--- src/rtl/stop_pwr_ctl.sv ---
module stop_pwr_ctl #(
  parameter int N_EXT = 4,
  parameter int CLK_W = 3,
  parameter logic [CLK_W-1:0] CLK_DEF = '0,
  parameter int DATA_W = 8
) (
  input  logic              clk,
  input  logic              rst_n,
  input  logic              wr_en,
  input  logic [1:0]        wr_addr,
  input  logic [DATA_W-1:0] wr_data,
  input  logic [N_EXT-1:0]  ext_irq,
  input  logic              tod_alarm,
  input  logic              subsec_alarm,
  input  logic              i2c_start,
  input  logic              svm_irq,
  input  logic              precise_busy,
  output logic              sys_clk_en,
  output logic              dsp_en_o,
  output logic [CLK_W-1:0]  clk_sel_o,
  output logic              slow_div_o
);
  localparam int SRC_W = N_EXT + 4;
  localparam int TOD_I = N_EXT;
  localparam int SUB_I = N_EXT + 1;
  localparam int I2C_I = N_EXT + 2;
  localparam int SVM_I = N_EXT + 3;

  logic [SRC_W-1:0] src_raw, sync1, sync2;
  logic             stop_q, dsp_q, slow_q;
  logic [CLK_W-1:0] clk_sel_q;
  logic [N_EXT-1:0] ext_en_q;
  logic             i2c_ie_q, i2c_on_q, svm_ie_q;
  logic             wake_now, wr_ok, ctrl_wr, stop_enter;

  assign src_raw = {svm_irq, i2c_start, subsec_alarm, tod_alarm, ext_irq};

  assign wake_now = (|(sync2[N_EXT-1:0] & ext_en_q))
                  | sync2[TOD_I] | sync2[SUB_I]
                  | (sync2[I2C_I] & i2c_ie_q & i2c_on_q)
                  | (sync2[SVM_I] & svm_ie_q);

  assign wr_ok      = wr_en & ~stop_q;
  assign ctrl_wr    = wr_ok && (wr_addr == 2'd0);
  assign stop_enter = ctrl_wr & wr_data[0] & ~wake_now;

  always_ff @(posedge clk or negedge rst_n) begin
    if (!rst_n) begin
      sync1 <= '0;
      sync2 <= '0;
    end else begin
      sync1 <= src_raw;
      sync2 <= sync1;
    end
  end

  always_ff @(posedge clk or negedge rst_n) begin
    if (!rst_n)                 stop_q <= 1'b0;
    else if (stop_q & wake_now) stop_q <= 1'b0;
    else if (stop_enter)        stop_q <= 1'b1;
  end

  always_ff @(posedge clk or negedge rst_n) begin
    if (!rst_n) begin
      dsp_q <= 1'b0;
      slow_q <= 1'b0;
    end else if (stop_enter) begin
      dsp_q <= 1'b0;
      if (!(wr_data[2] && precise_busy)) slow_q <= wr_data[2];
    end else if (ctrl_wr) begin
      dsp_q <= wr_data[1];
      if (!(wr_data[2] && precise_busy)) slow_q <= wr_data[2];
    end
  end

  always_ff @(posedge clk or negedge rst_n) begin
    if (!rst_n) begin
      clk_sel_q <= CLK_DEF;
      ext_en_q  <= '0;
      i2c_ie_q  <= 1'b0;
      i2c_on_q  <= 1'b0;
      svm_ie_q  <= 1'b0;
    end else if (wr_ok) begin
      case (wr_addr)
        2'd1: clk_sel_q <= wr_data[CLK_W-1:0];
        2'd2: ext_en_q  <= wr_data[N_EXT-1:0];
        2'd3: begin
          i2c_ie_q <= wr_data[0];
          i2c_on_q <= wr_data[1];
          svm_ie_q <= wr_data[2];
        end
        default: ;
      endcase
    end
  end

  assign sys_clk_en = ~stop_q;
  assign dsp_en_o   = dsp_q;
  assign clk_sel_o  = clk_sel_q;
  assign slow_div_o = slow_q;

  assert_stop_entry_R2: assert property (@(posedge clk) disable iff (!rst_n)
    $fell(sys_clk_en) |-> $past(ctrl_wr && wr_data[0] && !wake_now));

  assert_wake_cause_R4: assert property (@(posedge clk) disable iff (!rst_n)
    $rose(sys_clk_en) |-> $past(wake_now));

  assert_clksel_hold_R3: assert property (@(posedge clk) disable iff (!rst_n)
    !sys_clk_en |=> $stable(clk_sel_o));

  assert_dsp_off_R6: assert property (@(posedge clk) disable iff (!rst_n)
    !sys_clk_en |-> !dsp_en_o);

  assert_no_gate_R7: assert property (@(posedge clk) disable iff (!rst_n)
    (ctrl_wr && wr_data[0] && wake_now) |=> sys_clk_en);

  assert_slow_reject_R8: assert property (@(posedge clk) disable iff (!rst_n)
    (ctrl_wr && wr_data[2] && precise_busy && !slow_div_o) |=> !slow_div_o);
endmodule

--- config.mk ---
export PLATFORM = sky130hd
export DESIGN_NAME = stop_pwr_ctl
export DESIGN_NICKNAME = d
export VERILOG_FILES = /design/src/rtl/stop_pwr_ctl.sv
export SDC_FILE = /design/constraint.sdc
export NUM_CORES = 1
export LEC_CHECK = 0
export ABC_AREA = 1
export ABC_CLOCK_PERIOD_IN_PS = 1100
export CORE_AREA = 5 5 54 56
export CTS_CLUSTER_DIAMETER = 40
export DETAILED_ROUTE_END_ITERATION = 16
export DIE_AREA = 0 0 59 61
export PLACE_DENSITY_LB_ADDON = 0.08
export SETUP_SLACK_MARGIN = 0.5
export SYNTH_ARGS = -nofsm -noshare
export SYNTH_HDL_FRONTEND = slang
export SYNTH_SLANG_ARGS = --single-unit
export TNS_END_PERCENT = 5
--- constraint.sdc ---
create_clock -name clk -period 1.1 [get_ports clk]
set_input_delay 0.275 -clock clk [delete_from_list [all_inputs] [get_ports clk]]
set_output_delay 0.275 -clock clk [all_outputs]
set_load 0.1 [all_outputs]
==> impl_results.md <==
* CP Launch Type: flop
* Maximum clock path buffer count at 2
* Clock insertion delay at the later pin of the skew report at 310 ps
* Root Buffer: clkbuf_4
* Critical path class: flop to output port
* # clock sinks at 29
* Max stage delay on crit path at 440 ps
* Synth area leaders: dfrtp_1 (72%), nand2_1 (9.7%), o21ai_1 (5.0%)
* Inserted Diodes at 0
* Iter 0 DRT Violations at 14
* RSZ-0062 raised after global routing: true
* Status: finished, violations left
* Grt ovf at 0
* Crit path arrival time at 1020 ps
* Yosys reg bits at 29
* Pins over their slew limit at 0
* Final HPWL from detailed placement at 1298 um
* Initial antenna violation count at 0
* Via count at 698
* Num CTS Buffers at 5
* Core ar. at 2387 um^2
* Hold slack at 313.5 ps
* Crit Path Max Fanout at 2
* Starting Density at 42.14%
* Fmax at 769.7 MHz
* Vias in the first global route at 722
* Failing checks: negative setup slack
* Stages on worst setup path at 2
* CP top delay family: flip-flops
* Crit share post-route at 118.1%
* Drt via density at 4.562
* Synth Warn # at 0
* Row count at 18
* Rel. slew slack at 84.51%
* Post-layout net count at 145
* Syn avg cell area at 11.05 um^2
* Number of port buffers at 23
* Synth Instances at 91
* Final ANT Viol Nets at 0
* Tmin final at 1299 ps
* Reg2reg path depth at 5
* Worst-path cell chain: clkinvlp_4 > buf_12
* Yosys top cell area share at 72.14%
* Worst endpoint required time at 820 ps
* Largest net degree at the start of global routing at 30
* Critical path buffers and inverters at 2
* First-pass GRT wire length at 2891 um
* Final hold vios at 0
* Slowest-stage cell, CP: dfrtp_2
* Mapped Area at 1006 um^2
* Layout area overhead at 41.42%
* PD cells at 1736 nW/um^2
* Biggest area consumer among synthesized cells: dfrtp_1
* Die W at 59 um
* CP endpoint kind: output port
* Setup ws final at -199.2 ps
* Yosys cell types at 12
* Drt drc at 0
* DRT Wirelength at 1709 um
* Max_cap viols at 0
* Hold_buf cts at 0
* Overall power at 2.470 mW
* Placed Cells at 145
* Setup Skew at 5.538 ps
* CTS tree: built
* I/O pin total at 28
* Die area at 3599 um^2
* Worst-path clk slew at 80 ps
* Leakage dissipation at 0.6642 nW
* Final cell count without fillers at 153
* Final setup viols at 6
* DP Area at 1359 um^2
* Chip Height at 61 um
* Sequential share of the synthesized area at 72.14%
* Max IR drop VDD at 1111 uV
* Synth Net Count at 113
* Routed wire per std cell at 11.17 um
* Worst-Margin Slew at 231.6 ps
* Gr usage total at 11.47%
* Max H-tree Level at 2
* Hold Path Class: input pin to async pin
* Pre-CTS setup slack at -322.1 ps
* Pre-antenna DRT Iters at 3
* Placer Congestion at 0.7481
* Layout cells sized above 1 at 20.33%
* Final instance area at 1423 um^2
## metal layers
layer	wire [um]	GRT usage, %
met1	695	11.07
met3	159	5.319
met4	40	7.767
met5	0	0
met2	813	19.56
## power breakdown
part / switching [mW] / total, mW / internal, mW
sequential: 0.0660 / 1.24 / 1.17
combinational: 0.376 / 0.617 / 0.241
clock: 0.313 / 0.615 / 0.301
## synth_stat cells, drive strengths merged
cell type / n
a21oi: 2
clkinv: 1
dfrtp: 29
inv: 10
nand2: 26
nand3: 5
nor2: 8
o21ai: 10
## cells in the final DEF, fill, tap and decap left out, drive strengths merged
master         instances
dfrtp                 29
nand2                 26
clkdlybuf4s50         17
o21ai                 10
inv                    9
buf                    8
nor2                   8
clkbuf                 7
nand3                  5
a21oi                  2
clkinvlp               1
clkinv                 1
## repair_timing
item | 4_1_cts | 5_1_grt
endpoints found under the hold margin | 0 | 0
cloned | 0 | 0
setup endpoints to repair | 19 | 19
gates resized for setup | 0 | 1
setup buffers | 1 | 0
## metrics by stage
step	utilization (%)	TNS, ps
finish	59.59	-615.0
global route	59.59	-1301
CTS	59.54	-801.2
detailed placement	56.92	-3564
global placement	56.92	-3272
floorplan	-	-648.3
## worst paths after layout
path / start / to / slack [ps]
setup / recovery: stop_q / sys_clk_en / -200
hold / removal: rst_n / sync1[3] / 310
setup reg to reg: stop_q / stop_q / 10
hold reg to reg: sync1[2] / sync2[2] / 350
max in group asynchronous: rst_n / stop_q / 620
min in group clk: sync1[2] / sync2[2] / 350
## logic make-up after synthesis
logic type             after synthesis  share of synthesized area (%)
AND/OR/NAND/NOR                     39                          17.66
flip-flops                          29                          72.14
AO/OA/AOI/OAI                       12                          5.970
buffers and inverters               11                          4.229
## registers in the layout, summed over array words and instances (netlist names)
name,flops
svm_ie_q,1
clk_sel_o,3
dsp_en_o,1
i2c_ie_q,1
sync2,8
ext_en_q,4
sync1,8
stop_q,1
slow_div_o,1
i2c_on_q,1
## worst reg2reg max path: stages, from the launching register on
cell,delay (ps)
dfrtp_2,440
nor2_4,180
nand2_1,80
nor2_2,100
nand2_1,60
a21oi_1,150
## layout make-up
type	instances	area, um^2
multi-input cells	51	237.7
repair buffers	25	317.8
inverters	11	46.29
clock buffers	7	55.05
fillers	211	964.7
well taps	30	37.54
flip-flops and latches	29	728.2
(Power assumes the default switching activity.)
